--- config.mk ---
export PLATFORM = sky130hd
export DESIGN_NAME = spi_frame_master
export DESIGN_NICKNAME = d
export VERILOG_FILES = /design/src/rtl/spi_seq_pkg.sv /design/src/rtl/spi_interval_counter.sv /design/src/rtl/spi_bit_index.sv /design/src/rtl/spi_frame_master.sv
export SDC_FILE = /design/constraint.sdc
export NUM_CORES = 1
export LEC_CHECK = 0
export BUFFER_PORTS_ARGS = -buffer_cell sky130_fd_sc_hd__buf_2
export CORE_MARGIN = 2
export CORE_UTILIZATION = 41
export CTS_CLUSTER_DIAMETER = 200
export DETAILED_ROUTE_END_ITERATION = 7
export SLEW_MARGIN = 10
export SYNTH_ARGS = -nofsm -noshare
export SYNTH_HDL_FRONTEND = slang
export SYNTH_SLANG_ARGS = --single-unit
--- constraint.sdc ---
create_clock -name clk -period 5.4 [get_ports clk]
set_clock_uncertainty 0.15 [all_clocks]
set_input_delay 0.81 -clock clk [delete_from_list [all_inputs] [get_ports clk]]
set_output_delay 0.81 -clock clk [all_outputs]
set_load 0.05 [all_outputs]
--- src/rtl/spi_seq_pkg.sv ---
package spi_seq_pkg;

    typedef enum logic [2:0] {
        ST_IDLE  = 3'd0,
        ST_SETUP = 3'd1,
        ST_SHIFT = 3'd2,
        ST_HOLD  = 3'd3,
        ST_GAP   = 3'd4
    } seq_state_e;

endpackage

--- src/rtl/spi_interval_counter.sv ---
module spi_interval_counter #(
    parameter int W = 8
) (
    input  logic         clk,
    input  logic         rst_n,
    input  logic         load_i,
    input  logic [W-1:0] value_i,
    output logic         zero_o
);

    logic [W-1:0] cnt_d, cnt_q;

    always_comb begin
        cnt_d = cnt_q;
        if (load_i) begin
            cnt_d = (value_i == '0) ? '0 : value_i - W'(1);
        end else if (cnt_q != '0) begin
            cnt_d = cnt_q - W'(1);
        end
    end

    always_ff @(posedge clk or negedge rst_n) begin
        if (!rst_n) cnt_q <= '0;
        else        cnt_q <= cnt_d;
    end

    assign zero_o = (cnt_q == '0);

    // interval length drives R2
    p_count_down_r2: assert property (@(posedge clk) disable iff (!rst_n)
        (!load_i && cnt_q != '0) |=> (cnt_q == $past(cnt_q) - W'(1)));

endmodule

--- src/rtl/spi_bit_index.sv ---
module spi_bit_index #(
    parameter int NW = 5
) (
    input  logic [NW-1:0] k_i,
    input  logic [NW-1:0] nbits_i,
    input  logic          lsb_i,
    output logic [NW-1:0] idx_o
);

    // position within the word of the k-th bit on the wire
    always_comb begin
        if (lsb_i) idx_o = k_i;
        else       idx_o = nbits_i - NW'(1) - k_i;
    end

endmodule

--- src/rtl/spi_frame_master.sv ---
module spi_frame_master #(
    parameter int MAX_BITS = 16,
    parameter int DLY_W    = 8,
    parameter int CNT_W    = 8,
    localparam int NW      = $clog2(MAX_BITS + 1),
    localparam int EW      = NW + 1
) (
    input  logic                clk,
    input  logic                rst_n,
    input  logic                start_i,
    input  logic                eoq_i,
    input  logic [MAX_BITS-1:0] tx_word_i,
    input  logic [NW-1:0]       frame_bits_i,
    input  logic                cpol_i,
    input  logic                cpha_i,
    input  logic                lsb_first_i,
    input  logic [DLY_W-1:0]    half_period_i,
    input  logic [DLY_W-1:0]    setup_dly_i,
    input  logic [DLY_W-1:0]    hold_dly_i,
    input  logic [DLY_W-1:0]    gap_dly_i,
    input  logic [1:0]          clear_i,
    input  logic                sin_i,
    output logic                sck_o,
    output logic                sout_o,
    output logic                pcs_n_o,
    output logic [MAX_BITS-1:0] rx_word_o,
    output logic                done_o,
    output logic                eoq_o,
    output logic [CNT_W-1:0]    rx_count_o
);

    import spi_seq_pkg::*;

    typedef struct packed {
        logic [NW-1:0]    nbits;
        logic             cpol;
        logic             cpha;
        logic             lsb;
        logic             eoq;
        logic [DLY_W-1:0] half;
        logic [DLY_W-1:0] setup;
        logic [DLY_W-1:0] hold;
        logic [DLY_W-1:0] gap;
    } frame_cfg_t;

    typedef struct packed {
        seq_state_e          st;
        frame_cfg_t          cfg;
        logic [MAX_BITS-1:0] tx;
        logic [MAX_BITS-1:0] rx_acc;
        logic [MAX_BITS-1:0] rx_word;
        logic [EW-1:0]       edges;
        logic                sck;
        logic                sout;
        logic                pcs;
        logic                done;
        logic                eoq_f;
        logic [CNT_W-1:0]    rx_cnt;
        logic                pend;
        frame_cfg_t          pend_cfg;
        logic [MAX_BITS-1:0] pend_tx;
    } seq_regs_t;

    seq_regs_t seq_d, seq_q;

    frame_cfg_t          live_cfg, src_cfg;
    logic [MAX_BITS-1:0] src_tx;
    logic [NW-1:0]       live_bits;
    logic [EW-1:0]       edge_num, last_edge;
    logic [NW-1:0]       samp_k, drive_k;
    logic [NW-1:0]       first_idx, samp_idx, drive_idx;
    logic                ctr_zero, ctr_load, tick;
    logic [DLY_W-1:0]    ctr_val;

    // configuration presented with a start strobe, length clamped to 1..MAX_BITS
    assign live_bits = (frame_bits_i == '0)            ? NW'(1) :
                       (frame_bits_i > NW'(MAX_BITS))  ? NW'(MAX_BITS) : frame_bits_i;
    assign live_cfg  = '{nbits: live_bits, cpol: cpol_i, cpha: cpha_i, lsb: lsb_first_i,
                         eoq: eoq_i, half: half_period_i, setup: setup_dly_i,
                         hold: hold_dly_i, gap: gap_dly_i};
    assign src_cfg   = seq_q.pend ? seq_q.pend_cfg : live_cfg;
    assign src_tx    = seq_q.pend ? seq_q.pend_tx  : tx_word_i;

    // edge bookkeeping: edge_num is the number of the edge about to happen
    assign edge_num  = seq_q.edges + EW'(1);
    assign last_edge = {seq_q.cfg.nbits, 1'b0};
    assign samp_k    = seq_q.edges[EW-1:1];
    assign drive_k   = seq_q.cfg.cpha ? seq_q.edges[EW-1:1] : edge_num[EW-1:1];
    assign tick      = ctr_zero && (seq_q.st != ST_IDLE);

    spi_bit_index #(.NW(NW)) u_first_idx (
        .k_i(NW'(0)), .nbits_i(src_cfg.nbits), .lsb_i(src_cfg.lsb), .idx_o(first_idx)
    );
    spi_bit_index #(.NW(NW)) u_samp_idx (
        .k_i(samp_k), .nbits_i(seq_q.cfg.nbits), .lsb_i(seq_q.cfg.lsb), .idx_o(samp_idx)
    );
    spi_bit_index #(.NW(NW)) u_drive_idx (
        .k_i(drive_k), .nbits_i(seq_q.cfg.nbits), .lsb_i(seq_q.cfg.lsb), .idx_o(drive_idx)
    );

    spi_interval_counter #(.W(DLY_W)) u_interval (
        .clk(clk), .rst_n(rst_n), .load_i(ctr_load), .value_i(ctr_val), .zero_o(ctr_zero)
    );

    always_comb begin
        logic launch;
        seq_d    = seq_q;
        ctr_load = 1'b0;
        ctr_val  = '0;
        launch   = 1'b0;

        // write-one-to-clear; a set further down wins
        seq_d.done  = seq_q.done  & ~clear_i[0];
        seq_d.eoq_f = seq_q.eoq_f & ~clear_i[1];

        case (seq_q.st)
            ST_IDLE: begin
                seq_d.sck = cpol_i;
                if (start_i || seq_q.pend) launch = 1'b1;
            end
            ST_SETUP, ST_SHIFT: begin
                if (tick) begin
                    seq_d.edges = edge_num;
                    seq_d.sck   = ~seq_q.sck;
                    if (edge_num[0] != seq_q.cfg.cpha) begin
                        seq_d.rx_acc = seq_q.rx_acc | (MAX_BITS'(sin_i) << samp_idx);
                    end else if (edge_num < last_edge) begin
                        seq_d.sout = |((seq_q.tx >> drive_idx) & MAX_BITS'(1));
                    end
                    if (edge_num == last_edge) begin
                        seq_d.st      = ST_HOLD;
                        seq_d.done    = 1'b1;
                        seq_d.rx_cnt  = seq_q.rx_cnt + CNT_W'(1);
                        seq_d.rx_word = seq_d.rx_acc;
                        if (seq_q.cfg.eoq) seq_d.eoq_f = 1'b1;
                        ctr_load      = 1'b1;
                        ctr_val       = seq_q.cfg.hold;
                    end else begin
                        seq_d.st = ST_SHIFT;
                        ctr_load = 1'b1;
                        ctr_val  = seq_q.cfg.half;
                    end
                end
            end
            ST_HOLD: begin
                if (tick) begin
                    seq_d.st   = ST_GAP;
                    seq_d.pcs  = 1'b1;
                    seq_d.sout = 1'b0;
                    ctr_load   = 1'b1;
                    ctr_val    = seq_q.cfg.gap;
                end
            end
            ST_GAP: begin
                if (tick) begin
                    if (start_i || seq_q.pend) launch = 1'b1;
                    else                      seq_d.st = ST_IDLE;
                end
            end
            default: seq_d.st = ST_IDLE;
        endcase

        if (launch) begin
            seq_d.st     = ST_SETUP;
            seq_d.cfg    = src_cfg;
            seq_d.tx     = src_tx;
            seq_d.rx_acc = '0;
            seq_d.edges  = '0;
            seq_d.pcs    = 1'b0;
            seq_d.sck    = src_cfg.cpol;
            seq_d.sout   = src_cfg.cpha ? 1'b0 : |((src_tx >> first_idx) & MAX_BITS'(1));
            seq_d.pend   = 1'b0;
            ctr_load     = 1'b1;
            ctr_val      = src_cfg.setup;
        end

        // a strobe not consumed directly is parked until the sequencer is free
        if (start_i && !(launch && !seq_q.pend)) begin
            seq_d.pend     = 1'b1;
            seq_d.pend_cfg = live_cfg;
            seq_d.pend_tx  = tx_word_i;
        end
    end

    always_ff @(posedge clk or negedge rst_n) begin
        if (!rst_n) begin
            seq_q     <= '0;
            seq_q.st  <= ST_IDLE;
            seq_q.pcs <= 1'b1;
        end else begin
            seq_q <= seq_d;
        end
    end

    assign sck_o      = seq_q.sck;
    assign sout_o     = seq_q.sout;
    assign pcs_n_o    = seq_q.pcs;
    assign rx_word_o  = seq_q.rx_word;
    assign done_o     = seq_q.done;
    assign eoq_o      = seq_q.eoq_f;
    assign rx_count_o = seq_q.rx_cnt;

    p_pcs_fall_setup_r2: assert property (@(posedge clk) disable iff (!rst_n)
        $fell(seq_q.pcs) |-> (seq_q.st == ST_SETUP));

    p_setup_sck_quiet_r2: assert property (@(posedge clk) disable iff (!rst_n)
        (seq_q.st == ST_SETUP && $past(seq_q.st) == ST_SETUP) |-> $stable(seq_q.sck));

    p_edge_bound_r3: assert property (@(posedge clk) disable iff (!rst_n)
        (seq_q.st == ST_SHIFT) |-> (seq_q.edges != '0 && seq_q.edges < {seq_q.cfg.nbits, 1'b0}));

    p_sck_rest_hold_r3: assert property (@(posedge clk) disable iff (!rst_n)
        (seq_q.st == ST_HOLD) |-> (seq_q.sck == seq_q.cfg.cpol));

    p_pcs_high_free_r7: assert property (@(posedge clk) disable iff (!rst_n)
        (seq_q.st == ST_IDLE || seq_q.st == ST_GAP) |-> seq_q.pcs);

    p_done_final_edge_r8: assert property (@(posedge clk) disable iff (!rst_n)
        $rose(seq_q.done) |-> (seq_q.st == ST_HOLD && $past(seq_q.st) == ST_SHIFT));

    p_count_step_r8: assert property (@(posedge clk) disable iff (!rst_n)
        (seq_q.rx_cnt != $past(seq_q.rx_cnt)) |->
            (seq_q.st == ST_HOLD && seq_q.rx_cnt == $past(seq_q.rx_cnt) + CNT_W'(1)));

endmodule

==> results of run 1 <==
[placed cells by master, fill, tap and decap left out, types with 5 or more instances in the layout]
cell,n
xor2_1,13
o21ai_0,103
nor2_1,42
nand2_1,109
nand2b_1,6
nand4_1,10
ha_1,21
a21o_1,9
mux2_2,65
dfrtp_1,166
inv_1,25
mux2i_1,91
buf_2,90
a21oi_1,28
xnor2_1,27
buf_4,8
clkbuf_16,17
a32oi_1,7
a31oi_1,5
a22oi_1,5
inv_6,5
nand3_1,12
o21a_1,9
[cell type report]
class | instances | area (um^2) | area share
well taps | 280 | 350 | 0.0338
clock buffers | 18 | 429 | 0.0415
multi-input cells | 637 | 4530 | 0.438
flip-flops and latches | 168 | 4210 | 0.407
repair buffers | 99 | 522 | 0.0504
clock inverters | 14 | 204 | 0.0197
inverters | 27 | 101 | 0.00979
[routing by layer]
| metal | track usage | share of wire | routed length (um) | vias to the layer above |
|---|---|---|---|---|
| met5 | 0 | 0 | 0 | - |
| met3 | 0.0316 | 0.040 | 813 | 19 |
| met2 | 0.272 | 0.44 | 9080 | 134 |
| met4 | 0.0512 | 0.011 | 228 | 0 |
| li1 | - | - | - | 3269 |
| met1 | 0.259 | 0.50 | 10300 | 3221 |
[worst min-delay path by stage]
stage | depth (start not counted) | from | slack, ps | to
6_report | 1 | rx_count_o[7]$_DFFE_PN0P_ | 310 | rx_count_o[7]$_DFFE_PN0P_
5_1_grt | 1 | rx_count_o[7]$_DFFE_PN0P_ | 340 | rx_count_o[7]$_DFFE_PN0P_
4_1_cts | 1 | rx_count_o[7]$_DFFE_PN0P_ | 320 | rx_count_o[7]$_DFFE_PN0P_
3_5_place_dp | 1 | rx_count_o[7]$_DFFE_PN0P_ | 310 | rx_count_o[7]$_DFFE_PN0P_
3_3_place_gp | 1 | rx_count_o[7]$_DFFE_PN0P_ | 300 | rx_count_o[7]$_DFFE_PN0P_
2_1_floorplan | 1 | rx_count_o[7]$_DFFE_PN0P_ | 290 | rx_count_o[7]$_DFFE_PN0P_
[worst register-to-register path, stage by stage (launching register included)]
cell and delay (ps):
dfrtp_1 550, and3_1 300, nand3_1 170, xnor2_1 170, ha_1 320, nand4_1 80, nor2_1 380, buf_4 280
mux2i_1 230, o21ai_2 100, nor4_1 550, a41oi_4 260, a22oi_1 260, a21oi_1 60
[Yosys cell counts (4+ instances only)]
library cell / n / share of area
nand2_1: 110 / 0.045
ha_1: 21 / 0.028
nand4_1: 10 / 0.0068
inv_1: 25 / 0.010
clkbuf_1: 29 / 0.012
a31oi_1: 5 / 0.0034
xnor2_1: 27 / 0.026
buf_4: 24 / 0.020
nand3_1: 12 / 0.0065
mux2i_1: 91 / 0.099
a22oi_1: 5 / 0.0041
dfrtp_1: 167 / 0.45
a211oi_1: 4 / 0.0033
buf_2: 9 / 0.0049
nor2_1: 42 / 0.017
o31ai_1: 4 / 0.0033
a32oi_1: 7 / 0.0066
o21ai_0: 103 / 0.056
xor2_1: 13 / 0.012
and2_1: 4 / 0.0027
nand2b_1: 6 / 0.0041
and3_1: 4 / 0.0027
nor3_1: 4 / 0.0022
a21oi_1: 28 / 0.015
buf_1: 8 / 0.0033
o211ai_1: 4 / 0.0033
a21o_1: 9 / 0.0073
o21a_1: 9 / 0.0073
o21ai_1: 5 / 0.0027
mux2_2: 65 / 0.079
[registers in the layout, summed over array words and instances, names as in the netlist]
register          flops
pcs_n_o               1
seq_q               121
done_o                1
rx_word_o            16
sck_o                 1
eoq_o                 1
samp_k                5
sout_o                1
last_edge             5
u_interval.cnt_q      8
rx_count_o            8
[power groups by stage]
stage / clock (mW) / combinational [mW] / sequential, mW
floorplan: 0 / 1.61 / 1.76
global placement: 0 / 1.93 / 1.88
detailed placement: 0 / 1.96 / 1.88
CTS: 1.35 / 1.97 / 1.85
global route: 1.39 / 2.20 / 1.90
finish: 1.32 / 1.96 / 1.85
[kinds of logic (layout without fill, tap and decap cells)]
group,count (synthesis),in the layout,share of synthesized area
compound gates,201,201,0.132
xor+xnor,40,40,0.0380
fa+ha+maj,23,23,0.0328
buf+inv,100,158,0.0541
flops,168,168,0.456
mux,156,156,0.178
simple gates,217,217,0.109
==> impl_metrics.env, run 1 <==
export IMPL_grt_pass1_vias=6448
export IMPL_final_core_util=0.471
export IMPL_synth_edf_count=0
export IMPL_worstSetupEndpoint="u_interval.cnt_q[0]$_DFFE_PN0P_"
export IMPL_postPlaceCellArea_mm2=0.00972
export IMPL_cp_top_family="simple AND/OR/NAND/NOR gates"
export IMPL_rsz0062_at_grt="false"
export IMPL_ys_seq_area_frac=0.456
export IMPL_area_growth_pct=12.3
export IMPL_instances_no_fill=1243
export IMPL_critical_path_class="reg -> reg"
export IMPL_switching_share=0.391
export IMPL_gp_congestion=0.860
export IMPL_grt_first_pass_wirelength_um=34000
export IMPL_cp_cell_sequence="and3_1, nand3_1, xnor2_1, ha_1, nand4_1, nor2_1, buf_4, mux2i_1, o21ai_2, nor4_1, a41oi_4, a22oi_1, a21oi_1"
export IMPL_netlist_instances=905
export IMPL_synth_nets=991
export IMPL_finalMaxSlewViolations=0
export IMPL_initial_utilization=0.420
export IMPL_cts_buffers=17
export IMPL_r2r_slack_ps=1450
export IMPL_cts_path_max_buffers=2
export IMPL_die_area_mm2=0.0237
export IMPL_die_width_um=154
export IMPL_num_fill_cells=2103
export IMPL_tightest_slew_ps=1110
export IMPL_worstHoldPathType="reg -> reg"
export IMPL_rows=54
export IMPL_dp_slack_ps=1360
export IMPL_finalPower_mw=5.13
export IMPL_required_ps=5560
export IMPL_synth_top_flop_cell="dfrtp_1"
export IMPL_post_route_period_util=0.732
export IMPL_track_usage=0.178
export IMPL_ff2ff_path_depth=13
export IMPL_antenna_found_initial=0
export IMPL_cts_sinks=168
export IMPL_whs_ps=308
export IMPL_post_dp_hpwl_um=14300
export IMPL_cts_setup_buffers=0
export IMPL_p_int_mw=3.12
export IMPL_cap_violations=0
export IMPL_synth_avg_cell_area_um2=10.2
export IMPL_nets=1036
export IMPL_fin_crit_ps=3950
export IMPL_ctsResizeCount=0
export IMPL_worst_path_stages=13
export IMPL_dpl_cell_count=1211
export IMPL_tns_ps=0
export IMPL_coreArea_mm2=0.0220
export IMPL_diodes=0
export IMPL_leakagePower_nw=4.81
export IMPL_reg2reg_from="samp_k[1]$_DFFE_PN0P_"
export IMPL_ant_nets=0
export IMPL_async_flop_share=1.00
export IMPL_clkPwrFrac=0.257
export IMPL_clockRootBuffer="clkbuf_16"
export IMPL_sequentialPowerShare=0.361
export IMPL_grt_max_degree=90
export IMPL_cp_max_fo=10
export IMPL_slowest_stage="dfrtp_1"
export IMPL_synth_area_mm2=0.00922
export IMPL_io_pins=92
export IMPL_firstDrtPassIters=5
export IMPL_vias=6643
export IMPL_setup_ws_ps=1450
export IMPL_critPathLaunchType="flip-flop"
export IMPL_final_setup_viol_count=0
export IMPL_cpPeakStageDelay_ps=550
export IMPL_clk_latency_ps=430
export IMPL_yosysWarnings=0
export IMPL_finalHoldViolations=0
export IMPL_fin_area_mm2=0.0103
export IMPL_crit_path_end_kind="flip-flop"
export IMPL_timing_rr_end="u_interval.cnt_q[0]$_DFFE_PN0P_"
export IMPL_drc=0
export IMPL_htreeDepth=4
export IMPL_comb_power_share=0.382
export IMPL_portBuffers=91
export IMPL_drive_above_1_share=0.220
export IMPL_path_buf_inv=1
export IMPL_synth_cell_types=66
export IMPL_drtIter0Drc=393
export IMPL_max_slew_margin=0.263
export IMPL_hold_buffers=0
export IMPL_outcome="finished, final reports clean"
export IMPL_vias_per_cell=5.34
export IMPL_wirelength_um=20400
export IMPL_switching_power_mw=2.00
export IMPL_worst_endpoint_arrival_ps=4110
export IMPL_cts_tree="built"
export IMPL_cp_startpoint="samp_k[1]$_DFFE_PN0P_"
export IMPL_ys_seq_elements=168
export IMPL_clock_fmax_mhz=253
export IMPL_wire_per_inst_um=16.4
export IMPL_vdd_drop_max_v=0.000266
export IMPL_clk_pin_slew_ps=70
export IMPL_p_per_area_mw_per_mm2=495
export IMPL_overflow=0
export IMPL_die_h_um=154
(Power assumes the default switching activity.)
==> inputs of run 2 (changes only) <==
Settings changed: ABC_AREA from default to 1.
Clock period 5.4 ns to 3.9 ns, I/O delays scaled along.
==> run 2 against run 1 <==
  * Maximum frequency up 33%
  * Synthesized cell count up 33%
  * Die area up 1.6%
  * Critical path type unchanged
  * Count of clock-buffer cells in the layout up 2
  * First-iteration DRC count up 46%
  * Non-clock buffer count up 3
  * Setup slack worse by 510 ps
  * Via count up 15%
  * Combinational power up 81%
==> impl_metrics.env, run 2 <==
export IMPL_die_width_um=155
export IMPL_cpPeakStageDelay_ps=480
export IMPL_post_dp_hpwl_um=15200
export IMPL_clockRootBuffer="clkbuf_16"
export IMPL_synth_most_common_cell="nand2_1"
export IMPL_drc=0
export IMPL_final_cell_mix="309 x nand2_1, 167 x dfrtp_1, 144 x o21ai_0"
export IMPL_cp_top_family="simple AND/OR/NAND/NOR gates"
export IMPL_final_common_cell="nand2_1"
export IMPL_wirelength_um=21000
export IMPL_critPathLaunchType="flip-flop"
export IMPL_grt_first_pass_wirelength_um=35800
export IMPL_cts_tree="built"
export IMPL_vias_per_cell=4.93
export IMPL_gp_congestion=0.867
export IMPL_slowest_stage="dfrtp_1"
export IMPL_seqCellArea_mm2=0.00421
export IMPL_max_slew_margin=0.472
export IMPL_antenna_found_initial=0
export IMPL_fin_crit_ps=2970
export IMPL_overflow=0
export IMPL_dp_slack_ps=958
export IMPL_async_flop_share=1.00
export IMPL_firstDrtPassIters=4
export IMPL_drtIter0Drc=575
export IMPL_hold_buffers=0
export IMPL_nets=1342
export IMPL_cp_max_fo=31
export IMPL_coreArea_mm2=0.0226
export IMPL_yosys_area_top_type="dfrtp_1"
export IMPL_post_route_period_util=0.760
export IMPL_ys_seq_elements=168
export IMPL_num_fill_cells=2295
export IMPL_final_core_util=0.464
export IMPL_synth_area_mm2=0.00937
export IMPL_die_area_mm2=0.0241
export IMPL_vdd_drop_max_v=0.000322
export IMPL_portBuffers=91
export IMPL_io_pins=92
export IMPL_synth_top_flop_cell="dfrtp_1"
export IMPL_tightest_slew_ps=790
export IMPL_p_per_area_mw_per_mm2=739
export IMPL_area_growth_pct=11.7
export IMPL_final_setup_viol_count=0
export IMPL_clk_latency_ps=430
export IMPL_cts_setup_buffers=0
export IMPL_synth_cell_types=48
export IMPL_synth_commonest_cells="310 x nand2_1, 167 x dfrtp_1, 144 x o21ai_0, 143 x inv_1, 92 x nand3_1"
export IMPL_ys_seq_area_frac=0.449
export IMPL_critical_path_class="reg -> reg"
export IMPL_worstHoldPathType="in -> async"
export IMPL_track_usage=0.183
export IMPL_synth_avg_cell_area_um2=7.78
export IMPL_synth_nets=1290
export IMPL_rows=55
export IMPL_cts_sinks=168
export IMPL_die_h_um=155
export IMPL_wire_per_inst_um=13.5
export IMPL_tns_ps=0
export IMPL_crit_path_end_kind="flip-flop"
export IMPL_largest_reg_flops=121
export IMPL_cp_cell_sequence="nand3_1, nor2_1, nand3_1, nand2_1, inv_1, ha_1, nand2_1, inv_2, nand2_4, nor2_2, nand2_1, buf_4, nor2_2, nand3_1, nand3b_1, xnor2_1"
export IMPL_leakagePower_nw=5.24
export IMPL_synth_top_area_share=0.446
export IMPL_setup_ws_ps=934
export IMPL_ant_nets=0
export IMPL_ctsResizeCount=0
export IMPL_clk_pin_slew_ps=60
export IMPL_vias=7659
export IMPL_outcome="finished, final reports clean"
export IMPL_drive_above_1_share=0.145
export IMPL_clock_fmax_mhz=337
export IMPL_cts_path_max_buffers=2
export IMPL_finalMaxSlewViolations=0
export IMPL_yosysWarnings=0
export IMPL_worst_endpoint_arrival_ps=3130
export IMPL_netlist_instances=1204
export IMPL_cap_violations=0
export IMPL_rsz0062_at_grt="false"
export IMPL_grt_max_degree=69
export IMPL_required_ps=4060
export IMPL_cts_buffers=17
export IMPL_htreeDepth=4
export IMPL_regMostFlops="seq_q"
export IMPL_path_buf_inv=3
export IMPL_initial_utilization=0.415
export IMPL_finalHoldViolations=0
export IMPL_grt_pass1_vias=7223
export IMPL_diodes=0
export IMPL_synth_edf_count=0
export IMPL_synth_area_leaders="dfrtp_1 45%, nand2_1 12%, o21ai_0 7.7%, inv_1 5.7%, nand3_1 4.9%"
export IMPL_multi_input_area_mm2=0.00415
## run 2: per-stage QoR
step / instance area [um^2] / hold WS [ps] / std cells / total power, mW
after detailed placement: 9880 / 317 / 1522 / 6.05
after global placement: 9880 / 307 / 1522 / 6.01
final: 10500 / 15.5 / 1554 / 7.73
after floorplan: 9370 / 139 / 1204 / 5.28
after global routing: 10500 / 63.8 / 1554 / 8.41
after CTS: 10500 / 32.1 / 1554 / 7.80
## run 2: worst register-to-register path, stage by stage, from the launching register on
cell and delay [ps]:
dfrtp_1 480, nand3_1 150, nor2_1 150, nand3_1 110, nand2_1 110, inv_1 50
ha_1 290, nand2_1 70, inv_2 170, nand2_4 130, nor2_2 150, nand2_1 60
buf_4 230, nor2_2 150, nand3_1 110, nand3b_1 180, xnor2_1 130
## run 2: kinds of logic after synthesis
group | Yosys count | synth area share
adders and majority gates | 23 | 0.0323
DFF | 168 | 0.449
AOI/OAI and AO/OA | 259 | 0.153
buffers and inverters | 230 | 0.109
xor gates and xnor gates | 18 | 0.0168
and+or+nand+nor | 506 | 0.240
## run 2: power breakdown
group | leakage (nW) | internal [mW] | switching [mW]
sequential | 2.06 | 2.19 | 0.276
combinational | 2.90 | 1.15 | 2.40
clock | 0.280 | 0.973 | 0.739
total | 5.24 | 4.31 | 3.42
## run 2: cell type report
class / count / area share
clock buffer: 20 / 0.0427
clock inverter: 12 / 0.0136
inverter: 161 / 0.0580
multi-input combinational: 806 / 0.397
sequential: 168 / 0.402
tap: 285 / 0.0341
timing repair buffer: 102 / 0.0532
## run 2: routing by layer
metal  vias up  global-route usage  wire [um]
li1       3976                   -          -
met1      3500               0.278      11200
met2       159               0.268       8660
met3        24              0.0290        750
met4         0              0.0581        364
met5         -                   0          0
## run 2: path summary, 6_finish.rpt
kind / from / to / slack [ps] / cells after the start
min reg2reg: rx_count_o[7]$_DFFE_PN0P_ / rx_count_o[7]$_DFFE_PN0P_ / 320 / 1
max reg2reg: samp_k[1]$_DFFE_PN0P_ / rx_count_o[7]$_DFFE_PN0P_ / 930 / 16
min in group clk: clear_i[1] / eoq_o$_DFF_PN0_ / 190 / 2
max: samp_k[1]$_DFFE_PN0P_ / rx_count_o[7]$_DFFE_PN0P_ / 930 / 16
min: rst_n / rx_word_o[8]$_DFFE_PN0P_ / 20 / 1
max in group asynchronous: rst_n / seq_q[126]$_DFFE_PN0N_ / 2680 / 2
==> inputs of run 3 (changes only) <==
Clock period 3.9 ns to 2.45 ns, I/O delays scaled along.
==> run 3 against run 2 <==
  * The flow now finishes with violations (negative setup slack)
  * Final cell count grew 7.1%
  * Setup slack lost 1200 ps
  * Via count grew 7.3%
  * Critical endpoint is now u_interval.cnt_q[6]$_DFFE_PN0P_
  * Largest power group unchanged
==> impl_metrics.env, run 3 (synthesis results as in run 2) <==
export IMPL_vias_per_cell=4.94
export IMPL_die_width_um=155
export IMPL_drive_above_1_share=0.292
export IMPL_nets=1452
export IMPL_critPathLaunchType="flip-flop"
export IMPL_cts_sinks=168
export IMPL_cp_max_fo=8
export IMPL_cap_violations=0
export IMPL_rsz0062_at_grt="true"
export IMPL_io_pins=92
export IMPL_num_fill_cells=2115
export IMPL_wire_per_inst_um=14.0
export IMPL_area_growth_pct=28.0
export IMPL_cts_buffers=17
export IMPL_antenna_found_initial=0
export IMPL_track_usage=0.198
export IMPL_finalPower_mw=14.2
export IMPL_ant_nets=0
export IMPL_clockRootBuffer="clkbuf_16"
export IMPL_cts_path_max_buffers=2
export IMPL_diodes=0
export IMPL_firstDrtPassIters=6
export IMPL_max_slew_margin=0.631
export IMPL_initial_utilization=0.415
export IMPL_finalMaxSlewViolations=0
export IMPL_worst_endpoint_arrival_ps=2890
export IMPL_setup_ws_ps=-275
export IMPL_clk_latency_ps=440
export IMPL_cts_tree="built"
export IMPL_p_per_area_mw_per_mm2=1180
export IMPL_grt_first_pass_wirelength_um=38500
export IMPL_fin_crit_ps=2720
export IMPL_gp_congestion=0.911
export IMPL_final_common_cell="nand2_1"
export IMPL_largest_reg_flops=121
export IMPL_post_route_period_util=1.11
export IMPL_worstHoldPathType="in -> reg"
export IMPL_drc=0
export IMPL_die_h_um=155
export IMPL_postPlaceCellArea_mm2=0.0105
export IMPL_coreArea_mm2=0.0226
export IMPL_post_dp_hpwl_um=16000
export IMPL_vias=8217
export IMPL_ff2ff_path_depth=17
export IMPL_regMostFlops="seq_q"
export IMPL_whs_ps=26.7
export IMPL_portBuffers=91
export IMPL_outcome="finished, violations left"
export IMPL_leakagePower_nw=5.90
export IMPL_grt_pass1_vias=7735
export IMPL_critical_path_class="reg -> reg"
export IMPL_final_setup_viol_count=48
export IMPL_htreeDepth=4
export IMPL_grt_max_degree=62
export IMPL_drtIter0Drc=585
export IMPL_clk_pin_slew_ps=70
export IMPL_clock_fmax_mhz=367
export IMPL_die_area_mm2=0.0241
export IMPL_wirelength_um=23300
export IMPL_final_cell_mix="289 x nand2_1, 164 x dfrtp_1, 137 x o21ai_0"
export IMPL_fin_area_mm2=0.0120
export IMPL_tightest_slew_ps=548
export IMPL_overflow=0
export IMPL_vdd_drop_max_v=0.000589
export IMPL_required_ps=2610
export IMPL_violations="negative setup slack"
export IMPL_rows=55
export IMPL_crit_path_end_kind="flip-flop"
export IMPL_finalHoldViolations=0
export IMPL_hold_depth=3
[run 3: changes by cell type in the layout (fill, tap and decap cells not counted), moves of 12 or more]
cell	previous run	this run
buf_6	1	13
nand2_2	6	20
inv_1	143	121
nand3_1	92	73
nand2_1	309	289
nand3_2	5	20
inv_2	15	35
buf_4	10	93
[run 3: critical path: stages, from the launching register on]
cell and delay, ps:
dfrtp_1 430, buf_6 150, nand4_1 130, nand2_1 130, inv_2 60, ha_4 290, nand2_8 70, nor2_8 150
nand3_1 110, nand3_2 90, nand2_2 60, nor2_4 190, ha_4 160, nand2_2 60, nor2_4 140, nor2_8 70
nand3_2 90, a21oi_2 50
[run 3: final cells by class]
cell class              instances  area, um^2  share of cell area
multi-input cells             808        4710               0.393
flip-flops and latches        168        4210               0.351
repair buffers                209        1490               0.124
inverters                     161         612              0.0510
clock buffers                  18         439              0.0366
well taps                     285         357              0.0297
clock inverters                14         171              0.0143
repair inverters                1        7.51            0.000626
[run 3: timing repair]
action,4_1_cts,5_1_grt
cloned,3,0
buffers inserted,28,9
resized for setup,92,63
endpoints found under the setup margin,50,99
endpoints found under the hold margin,55,0
hold buffers,6,0
pin swaps,35,31
[run 3: layer usage]
metal,GRT usage,vias up,share of wire
li1,-,4211,-
met1,0.284,3777,0.49
met2,0.303,189,0.45
met3,0.0320,40,0.038
met4,0.0730,0,0.022
met5,0,-,0
[run 3: path summary, 6_finish.rpt]
check | start | slack [ps] | to
max | samp_k[1]$_DFFE_PN0P_ | -270 | u_interval.cnt_q[6]$_DFFE_PN0P_
min | gap_dly_i[1] | 30 | seq_q[17]$_DFFE_PN0P_
max reg2reg | samp_k[1]$_DFFE_PN0P_ | -270 | u_interval.cnt_q[6]$_DFFE_PN0P_
min reg2reg | rx_count_o[7]$_DFFE_PN0P_ | 310 | rx_count_o[7]$_DFFE_PN0P_
max in group asynchronous | rst_n | 1140 | pcs_n_o$_DFFE_PN1P_
min in group asynchronous | rst_n | 340 | rx_word_o[5]$_DFFE_PN0P_
[run 3: per-stage QoR]
step / setup WS [ps] / cells / setup TNS (ps) / util
floorplan: -94.5 / 1204 / -714 / -
global placement: -244 / 1593 / -6030 / 0.464
detailed placement: -300 / 1593 / -7250 / 0.464
CTS: -189 / 1661 / -2980 / 0.520
global route: -400 / 1664 / -13410 / 0.532
finish: -275 / 1664 / -5850 / 0.532
[run 3: power breakdown]
group	internal [mW]	switching, mW	total [mW]
clock	1.50	1.30	2.80
sequential	3.48	0.399	3.88
combinational	2.96	4.56	7.52
